### src/rtl/rsx_pkg.sv
package rsx_pkg;

    localparam int SYM_W       = 10;
    localparam int BYTE_W      = 8;
    localparam int NROOTS      = 4;
    localparam int DATA_SYMS   = 512;
    localparam int PAR_BYTES   = NROOTS * 2;
    localparam int BLOCK_BYTES = DATA_SYMS + PAR_BYTES;
    localparam int CNT_W       = $clog2(BLOCK_BYTES + 1);
    localparam int SEL_W       = $clog2(PAR_BYTES);
    localparam int PAD_W       = SYM_W - BYTE_W;

    // x^10 + x^3 + 1
    localparam logic [SYM_W:0] FIELD_POLY = 11'h409;

    typedef logic [SYM_W-1:0]  sym_t;
    typedef logic [BYTE_W-1:0] byte_t;
    typedef sym_t [NROOTS-1:0] symvec_t;
    typedef sym_t [NROOTS:0]   genpoly_t;

    typedef enum logic {MODE_WRITE = 1'b0, MODE_READ = 1'b1} mode_e;

    typedef struct packed {
        logic en;
        sym_t sym;
    } sym_beat_t;

    function automatic sym_t gf_mul(sym_t a, sym_t b);
        sym_t acc;
        sym_t sh;
        acc = '0;
        sh  = a;
        for (int i = 0; i < SYM_W; i++) begin
            if (b[i]) acc = acc ^ sh;
            if (sh[SYM_W-1]) sh = {sh[SYM_W-2:0], 1'b0} ^ FIELD_POLY[SYM_W-1:0];
            else             sh = {sh[SYM_W-2:0], 1'b0};
        end
        return acc;
    endfunction

    function automatic sym_t alpha_pow(int k);
        sym_t r;
        r = sym_t'(1);
        for (int i = 0; i < k; i++) r = gf_mul(r, sym_t'(2));
        return r;
    endfunction

    // product of (x + a^j), j = 0..NROOTS-1; index = degree
    function automatic genpoly_t gen_poly();
        genpoly_t g;
        sym_t     root;
        g    = '0;
        g[0] = sym_t'(1);
        for (int j = 0; j < NROOTS; j++) begin
            root = alpha_pow(j);
            for (int d = NROOTS; d >= 1; d--) g[d] = g[d-1] ^ gf_mul(g[d], root);
            g[0] = gf_mul(g[0], root);
        end
        return g;
    endfunction

endpackage

### src/rtl/rsx_byte_sequencer.sv
module rsx_byte_sequencer
    import rsx_pkg::*;
(
    input  logic             clk,
    input  logic             rst,
    input  logic             clr,
    input  logic             in_valid,
    input  mode_e            mode,
    input  byte_t            in_byte,
    output sym_beat_t        enc_beat,
    output sym_beat_t        chk_beat,
    output logic             par_phase,
    output logic [SEL_W-1:0] par_sel
);
    localparam logic [CNT_W-1:0] DATA_END  = CNT_W'(DATA_SYMS);
    localparam logic [CNT_W-1:0] BLOCK_END = CNT_W'(BLOCK_BYTES);

    logic [CNT_W-1:0] cnt_q;
    logic [CNT_W-1:0] off;
    byte_t            lo_hold_q;
    logic             in_data, in_par, take;

    assign in_data = cnt_q < DATA_END;
    assign in_par  = !in_data && (cnt_q < BLOCK_END);
    assign take    = in_valid && (cnt_q < BLOCK_END);
    assign off     = cnt_q - DATA_END;

    always_ff @(posedge clk) begin
        if (rst || clr)  cnt_q <= '0;
        else if (take)   cnt_q <= cnt_q + 1'b1;
    end

    always_ff @(posedge clk) begin
        if (rst)                             lo_hold_q <= '0;
        else if (take && in_par && !off[0])  lo_hold_q <= in_byte;
    end

    always_comb begin
        enc_beat.en  = take && in_data && (mode == MODE_WRITE);
        enc_beat.sym = {{PAD_W{1'b0}}, in_byte};
        chk_beat.en  = take && (mode == MODE_READ) && (in_data || off[0]);
        chk_beat.sym = in_data ? {{PAD_W{1'b0}}, in_byte}
                               : {in_byte[PAD_W-1:0], lo_hold_q};
    end

    assign par_phase = in_par && (mode == MODE_WRITE);
    assign par_sel   = off[SEL_W-1:0];


    cnt_limit_chk: assert property (@(posedge clk) disable iff (rst)
        (cnt_q == BLOCK_END && !clr) |=> (cnt_q == BLOCK_END));


    cnt_idle_chk: assert property (@(posedge clk) disable iff (rst)
        (!in_valid && !clr) |=> $stable(cnt_q));

endmodule

### src/rtl/rsx_parity_lfsr.sv
module rsx_parity_lfsr
    import rsx_pkg::*;
(
    input  logic      clk,
    input  logic      rst,
    input  logic      clr,
    input  sym_beat_t beat,
    output symvec_t   par
);
    localparam genpoly_t GEN = gen_poly();

    symvec_t par_q;
    symvec_t par_d;
    sym_t    fb;

    assign fb = beat.sym ^ par_q[NROOTS-1];

    generate
        for (genvar i = 0; i < NROOTS; i++) begin : g_tap
            if (i == 0) begin : g_low
                assign par_d[i] = gf_mul(fb, GEN[i]);
            end else begin : g_mid
                assign par_d[i] = par_q[i-1] ^ gf_mul(fb, GEN[i]);
            end
        end
    endgenerate

    always_ff @(posedge clk) begin
        if (rst || clr)    par_q <= '0;
        else if (beat.en)  par_q <= par_d;
    end

    assign par = par_q;


    par_clear_chk: assert property (@(posedge clk) disable iff (rst)
        clr |=> (par_q == '0));


    par_hold_chk: assert property (@(posedge clk) disable iff (rst)
        (!beat.en && !clr) |=> $stable(par_q));

endmodule

### src/rtl/rsx_syndrome_bank.sv
module rsx_syndrome_bank
    import rsx_pkg::*;
(
    input  logic      clk,
    input  logic      rst,
    input  logic      clr,
    input  sym_beat_t beat,
    output symvec_t   syn,
    output logic      nonzero
);
    symvec_t syn_q;

    generate
        for (genvar k = 0; k < NROOTS; k++) begin : g_root
            localparam sym_t STEP = alpha_pow(k);
            always_ff @(posedge clk) begin
                if (rst || clr)    syn_q[k] <= '0;
                else if (beat.en)  syn_q[k] <= gf_mul(syn_q[k], STEP) ^ beat.sym;
            end
        end
    endgenerate

    assign syn     = syn_q;
    assign nonzero = |syn_q;


    syn_clear_chk: assert property (@(posedge clk) disable iff (rst)
        clr |=> !nonzero);


    syn_hold_chk: assert property (@(posedge clk) disable iff (rst)
        (!beat.en && !clr) |=> $stable(syn_q));

endmodule

### src/rtl/rsx_parsyn_engine.sv
module rsx_parsyn_engine
    import rsx_pkg::*;
(
    input  logic                     clk,
    input  logic                     rst,
    input  logic                     clr_par,
    input  logic                     clr_syn,
    input  logic                     in_valid,
    input  logic                     in_mode,
    input  logic [BYTE_W-1:0]        in_byte,
    output logic [BYTE_W-1:0]        par_byte,
    output logic [NROOTS*SYM_W-1:0]  syn_word,
    output logic                     syn_flag
);
    localparam int WI_W = SEL_W - 1;

    sym_beat_t        enc_beat, chk_beat;
    logic             par_phase;
    logic [SEL_W-1:0] par_sel;
    symvec_t          par_w, syn_w;
    logic [WI_W-1:0]  widx;
    sym_t             cur_word;

    rsx_byte_sequencer u_seq (
        .clk       (clk),
        .rst       (rst),
        .clr       (clr_par || clr_syn),
        .in_valid  (in_valid),
        .mode      (mode_e'(in_mode)),
        .in_byte   (in_byte),
        .enc_beat  (enc_beat),
        .chk_beat  (chk_beat),
        .par_phase (par_phase),
        .par_sel   (par_sel)
    );

    rsx_parity_lfsr u_enc (
        .clk  (clk),
        .rst  (rst),
        .clr  (clr_par),
        .beat (enc_beat),
        .par  (par_w)
    );

    rsx_syndrome_bank u_chk (
        .clk     (clk),
        .rst     (rst),
        .clr     (clr_syn),
        .beat    (chk_beat),
        .syn     (syn_w),
        .nonzero (syn_flag)
    );

    // highest-degree check word leaves first
    assign widx     = WI_W'(NROOTS - 1) - par_sel[SEL_W-1:1];
    assign cur_word = par_w[widx];

    always_comb begin
        if (!par_phase)      par_byte = '0;
        else if (par_sel[0]) par_byte = {{(BYTE_W-PAD_W){1'b0}}, cur_word[SYM_W-1:BYTE_W]};
        else                 par_byte = cur_word[BYTE_W-1:0];
    end

    assign syn_word = syn_w;


    par_hi_pad_chk: assert property (@(posedge clk) disable iff (rst)
        (par_phase && par_sel[0]) |-> (par_byte[BYTE_W-1:PAD_W] == '0));


    syn_final_chk: assert property (@(posedge clk) disable iff (rst)
        (!in_valid && !clr_syn) |=> $stable(syn_word));

endmodule

### config.mk
export PLATFORM = sky130hd
export DESIGN_NAME = rsx_parsyn_engine
export DESIGN_NICKNAME = d
export VERILOG_FILES = /design/src/rtl/rsx_pkg.sv /design/src/rtl/rsx_byte_sequencer.sv /design/src/rtl/rsx_parity_lfsr.sv /design/src/rtl/rsx_syndrome_bank.sv /design/src/rtl/rsx_parsyn_engine.sv
export SDC_FILE = /design/constraint.sdc
export NUM_CORES = 1
export LEC_CHECK = 0
export ABC_AREA = 1
export BUFFER_PORTS_ARGS = -buffer_cell sky130_fd_sc_hd__buf_2
export CORE_MARGIN = 10
export CORE_UTILIZATION = 35
export CTS_BUF_LIST = sky130_fd_sc_hd__clkbuf_8
export CTS_CLUSTER_DIAMETER = 200
export CTS_CLUSTER_SIZE = 40
export DETAILED_ROUTE_END_ITERATION = 6
export PLACE_DENSITY = 0.62
export SLEW_MARGIN = 40
export SYNTH_ARGS = -nofsm -noshare
export SYNTH_HDL_FRONTEND = slang
export SYNTH_SLANG_ARGS = --single-unit
export TNS_END_PERCENT = 5
### constraint.sdc
create_clock -name clk -period 1.45 [get_ports clk]
set_input_delay 0.145 -clock clk [delete_from_list [all_inputs] [get_ports clk]]
set_output_delay 0.145 -clock clk [all_outputs]
set_load 0.01 [all_outputs]
---- Word level (Yosys, flattened, before mapping) ----
Index checks and enable logic that the tools add are counted.
storage, ports and cells
  output and inout port bits .............. 49
  register bits after elaboration ......... 98
cells by class
  bitwise operators ....................... 30
  $add $sub $neg .......................... 3
  mux-type cells .......................... 31
  order comparisons ....................... 3
  reduce and logical (&&, ||, !) cells .... 17
operators with widths
  operator                                                               count
  10-bit 2-to-1 mux                                                      16
  10-bit XOR                                                             16
  4-bit 2-to-1 mux                                                       12
  40-bit OR reduction                                                    1
  2-bit NOT                                                              12
  10-bit binary-select mux with 2-bit select                             1
  10-bit < comparator (second input constant)                            2
  8-bit 2-to-1 mux                                                       2
  10-bit by 1-bit adder with 10-bit output (second input constant)       1
  8-bit by 10-bit XOR with 10-bit output                                 1
  1-bit logical AND                                                      9
  1-bit logical OR                                                       5
  2-bit by 3-bit < comparator with 1-bit output (second input constant)  1
  3-bit by 1-bit subtractor with 3-bit output (second input constant)    1
  1-bit logical NOT                                                      2
  2-bit subtractor (first input constant)                                1
  1-bit NOT                                                              1

---- Logic depth before layout (Yosys ltp) ----
  word-level depth ........................ 15
  mapped depth ............................ 13

---- Cells and area by module ----
From an unflattened synthesis, not the netlist that was laid out.
unflattened totals
  cells, all modules ...................... 1012
  area total of the unflattened synthesis .. 6638.9 um2
by module, submodules not included
  module              area each (um2)  instances  cells each  sequential area each (um2)
  rsx_parity_lfsr     2693.8           1          391         800.8
  rsx_syndrome_bank   2195.9           1          302         800.8
  rsx_byte_sequencer  1273.7           1          202         360.3
  rsx_parsyn_engine   475.5            1          117         0.0

---- Worst setup path before layout ----
No wires, ideal clock.
  path type ............................... reg2reg
  start ................................... register u_seq.cnt_q[5]
  end ..................................... register u_chk.syn_q, in the netlist u_chk.syn[8]
  arrival time ............................ 1.309 ns
  library setup time ...................... 0.118 ns
  required time ........................... 1.332 ns
  period minus slack after synthesis ...... 1.427 ns
  cell stages (with the launch flop) ...... 11
  buffers on the path ..................... 2
  path slack .............................. 0.023 ns
  cell sequence ........................... dfxtp_1 nor2_2 nand4_2 nand2_2 nand2_4 inv_2 nand2_2 buf_6 buf_2 nor3_1 nor2_1
between the ends
  longest elaborated chain between the ends .. 4
RTL lines
  what                            line                      text
  start: declaration              rsx_byte_sequencer.sv:18  logic [CNT_W-1:0] cnt_q;
  start signal: assignment        rsx_byte_sequencer.sv:30  else if (take) cnt_q <= cnt_q + 1'b1;
  10-bit < comparator             rsx_byte_sequencer.sv:25  assign take = in_valid && (cnt_q < BLOCK_END);
  1-bit logical AND               rsx_byte_sequencer.sv:25
  1-bit logical AND (2 in a row)  rsx_byte_sequencer.sv:41  chk_beat.en = take && (mode == MODE_READ) && (in_data || off[0]);
  end signal: indexed assignment  rsx_syndrome_bank.sv:18   else if (beat.en) syn_q[k] <= gf_mul(syn_q[k], STEP) ^ beat.sym;
  end: declaration                rsx_syndrome_bank.sv:11   symvec_t syn_q;
Parallel ways exist; a longest one is shown, timed or not.
A chain may end at the register's enable or synchronous reset.

---- Worst setup path after layout ----
  start ................................... register u_seq.cnt_q[1]
  end ..................................... output par_byte[1]
between the ends
  longest elaborated chain between the ends .. 6
RTL lines
  what                                         line                      text
  3-bit by 1-bit subtractor with 3-bit output  rsx_byte_sequencer.sv:26  assign off = cnt_q - DATA_END;
  2-bit subtractor                             rsx_parsyn_engine.sv:55   assign widx = WI_W'(NROOTS - 1) - par_sel[SEL_W-1:1];
  10-bit binary-select mux with 2-bit select   rsx_parsyn_engine.sv:56   assign cur_word = par_w[widx];
  10-bit 2-to-1 mux (implied by the code)      rsx_parsyn_engine.sv:56
  8-bit 2-to-1 mux                             rsx_parsyn_engine.sv:60   else if (par_sel[0]) par_byte = {{(BYTE_W-PAD_W){1'b0}}, cur_word[SYM_W-1:BYTE_W]};
  8-bit 2-to-1 mux *                           rsx_parsyn_engine.sv:59   if (!par_phase) par_byte = '0;
  end: declaration                             rsx_parsyn_engine.sv:11   output logic [BYTE_W-1:0] par_byte,
Every way passes the cells marked *; elsewhere a longest branch is shown, timed or not. The select of a mux whose other input is x is not followed.

==> metrics.csv <==
metric,value,unit
pin count of the biggest net entering global routing,76,
Ys Warns,0,
Slew Limit Headroom,0.750,
Leakage,0.00365,uW
nets@finish,1058,
Mapped Cells,885,
vias in the first global route,5876,
wire per inst,14.7,um
Root Buffer,clkbuf_8,
DR iter-0 viols,337,
Final Max Tran Viols,0,
CTS max path bufs,2,
Port Buffers,62,
clk sinks,98,
DIE HEIGHT,149,um
overall power,6310,uW
"Avg Cell Area, Syn",6.61,um2
Max Cap Viol,0,
Clock Skew,0.0116,ns
"most common cell after layout, fill and taps aside",nand2_1,
Num CTS Buffers,9,
drt first pass iters,4,
Top-Level Pins,63,
RSZ-0062 raised after global routing,true,
Final Hold Slack,0.100,ns
Worst setup SP type,flip-flop,
final hold violations,0,
share of cells above drive strength 1,0.302,
WL final,18600,um
Crit Path Class,flip-flop to primary output,
endpoints failing setup,47,
Hold Path Class,input port to flip-flop,
CORE AREA,0.0165,mm2
"Max FO, Critical Path",4,
CTS tree,built,
vias per cell,4.86,
worst-margin pin slew,0.375,ns
failing checks,setup timing,
CP Capture Type,primary output,
die width,149,um
"flops & latches, synth",98,
worst skew pair latency,0.40,ns
Post-Syn Nets,900,
post-synth top area share,0.335,
Yosys cell types,35,
area occupied by multi-input gates,0.00353,mm2
post-synthesis sequential area ratio,0.335,
Post-Place Cells,1248,
Starting Density,0.355,
full die area,0.0223,mm2
ant diodes,0,
H-tree lvl count,3,
Clock Pin Slew Worst Setup and Hold Paths,0.10,ns
min Tclk post-route,1.83,ns
Worst EP required,1.31,ns
hold buffer count at cts,0,
dpl hpwl,13600,um
f_max,547,MHz
outcome,finished with violations,
post-route setup TNS,-4.03,ns
Non-Filler Instances,1268,
"top cells by area, synth","dfxtp_1, nand2_1, inv_1",
fraction of the cycle the final worst path needs,1.26,
synthesized area,0.00585,mm2
maximum VDD drop,0.532,mV
antenna violations before repair,0,
Filler Cells Inserted,1697,
Arrival @ worst endpoint,1.68,ns
Vias,6165,
Sequential cell area,0.00198,mm2
Synth area leader,dfxtp_1,
Site Rows,47,
overall routing resource usage,0.167,
power per cell area,809,mW/mm2
DRT antenna net count,0,
number of remaining DRC errors,0,
fin worst setup slack,-0.379,ns
Syn-to-layout area delta,33.3,%
global placer's final weighted congestion,0.888,
GR Overflow Total,0,
most frequent cells in the layout,"nand2_1, inv_1, buf_4, a21oi_1, dfxtp_1",
first-pass GRT wire length,29900,um
## worst max-delay path, stage by stage, from the launching register on
cell     delay [ns]
dfxtp_4        0.38
buf_4          0.15
a21oi_1        0.14
o21ai_1        0.11
buf_4          0.15
a21oi_2        0.16
nor3_2         0.07
buf_2          0.14
## flip-flops by register name, indices dropped and copies added, names as in the netlist
| name | count |
|---|---|
| u_chk.syn | 40 |
| u_enc.par | 40 |
| u_seq.cnt_q | 10 |
| u_seq.lo_hold_q | 8 |
## cell usage after synthesis
master and count:
buf_2 13, o21ai_0 64, o21ai_2 5, nand3_1 65
inv_1 133, a211oi_1 7, nor2_1 40, nand4_2 1
o21bai_1 1, o211ai_1 3, xnor2_1 6, nand2_2 8
nor2_4 1, clkbuf_1 15, xor2_2 1, xor2_1 55
nand2_1 197, o21a_1 8, buf_4 2, inv_2 5
dfxtp_1 98, nand3b_1 1, o21ai_1 6, nor2_2 2
nand2_4 2, nor3b_1 2, buf_6 2, nor4_1 4
or2_2 6, nand4_1 10, a21oi_1 97, a21oi_2 1
xnor2_2 3, nor3_1 20, ha_1 1
## final cells by class
| cell class | instances | share of cell area |
|---|---|---|
| Sequential cell | 98 | 0.254 |
| Clock inverter | 7 | 0.0106 |
| Clock buffer | 9 | 0.0159 |
| Tap cell | 220 | 0.0353 |
| Inverter | 138 | 0.0675 |
| Multi-Input combinational cell | 617 | 0.452 |
| Timing Repair Buffer | 179 | 0.165 |
## per-layer routing
layer / vias up / track usage / share of wire
li1: 3150 / - / -
met1: 2821 / 0.214 / 0.45
met2: 166 / 0.271 / 0.46
met3: 28 / 0.0391 / 0.059
met4: 0 / 0.0515 / 0.024
met5: - / 0 / 0
## repair_timing
item / in CTS / in global routing
resized for setup: 72 / 82
gates cloned: 0 / 0
setup buffers: 3 / 1
pin swaps: 4 / 20
setup endpoints to repair: 77 / 97
## report_power, final
part | total, uW | switching, uW | internal (uW)
Clock | 1940 | 1110 | 828
Sequential | 2820 | 60.3 | 2760
Combinational | 1550 | 915 | 635
Total | 6310 | 2090 | 4230
## stage by stage
step | util | area [um2] | worst slack [ns]
after detailed placement | 0.437 | 7190 | -0.181
after global routing | 0.474 | 7800 | -0.487
after global placement | 0.437 | 7190 | -0.195
final | 0.474 | 7800 | -0.379
after CTS | 0.459 | 7560 | -0.492
after floorplan | - | 5850 | 0.0234
## path summary, 6_finish.rpt
path | startpoint | end | slack (ns) | cells past startpoint
max | u_seq.cnt_q[1] | par_byte[1] | -0.38 | 7
min | in_byte[1] | u_seq.lo_hold_q[1] | 0.10 | 3
max reg2reg | u_enc.par[37] | u_enc.par[37] | -0.13 | 10
min reg2reg | u_seq.lo_hold_q[7] | u_seq.lo_hold_q[7] | 0.47 | 2
## kinds of logic after synthesis
logic type,after synthesis,share of synthesized area
XOR/XNOR,65,0.102
adder cells (fa/ha/maj),1,0.00214
flip-flops,98,0.335
AO/OA/AOI/OAI,192,0.176
buffers and inverters,170,0.116
AND/OR/NAND/NOR,359,0.268
No activity file was read; power rests on OpenSTA's default activity.
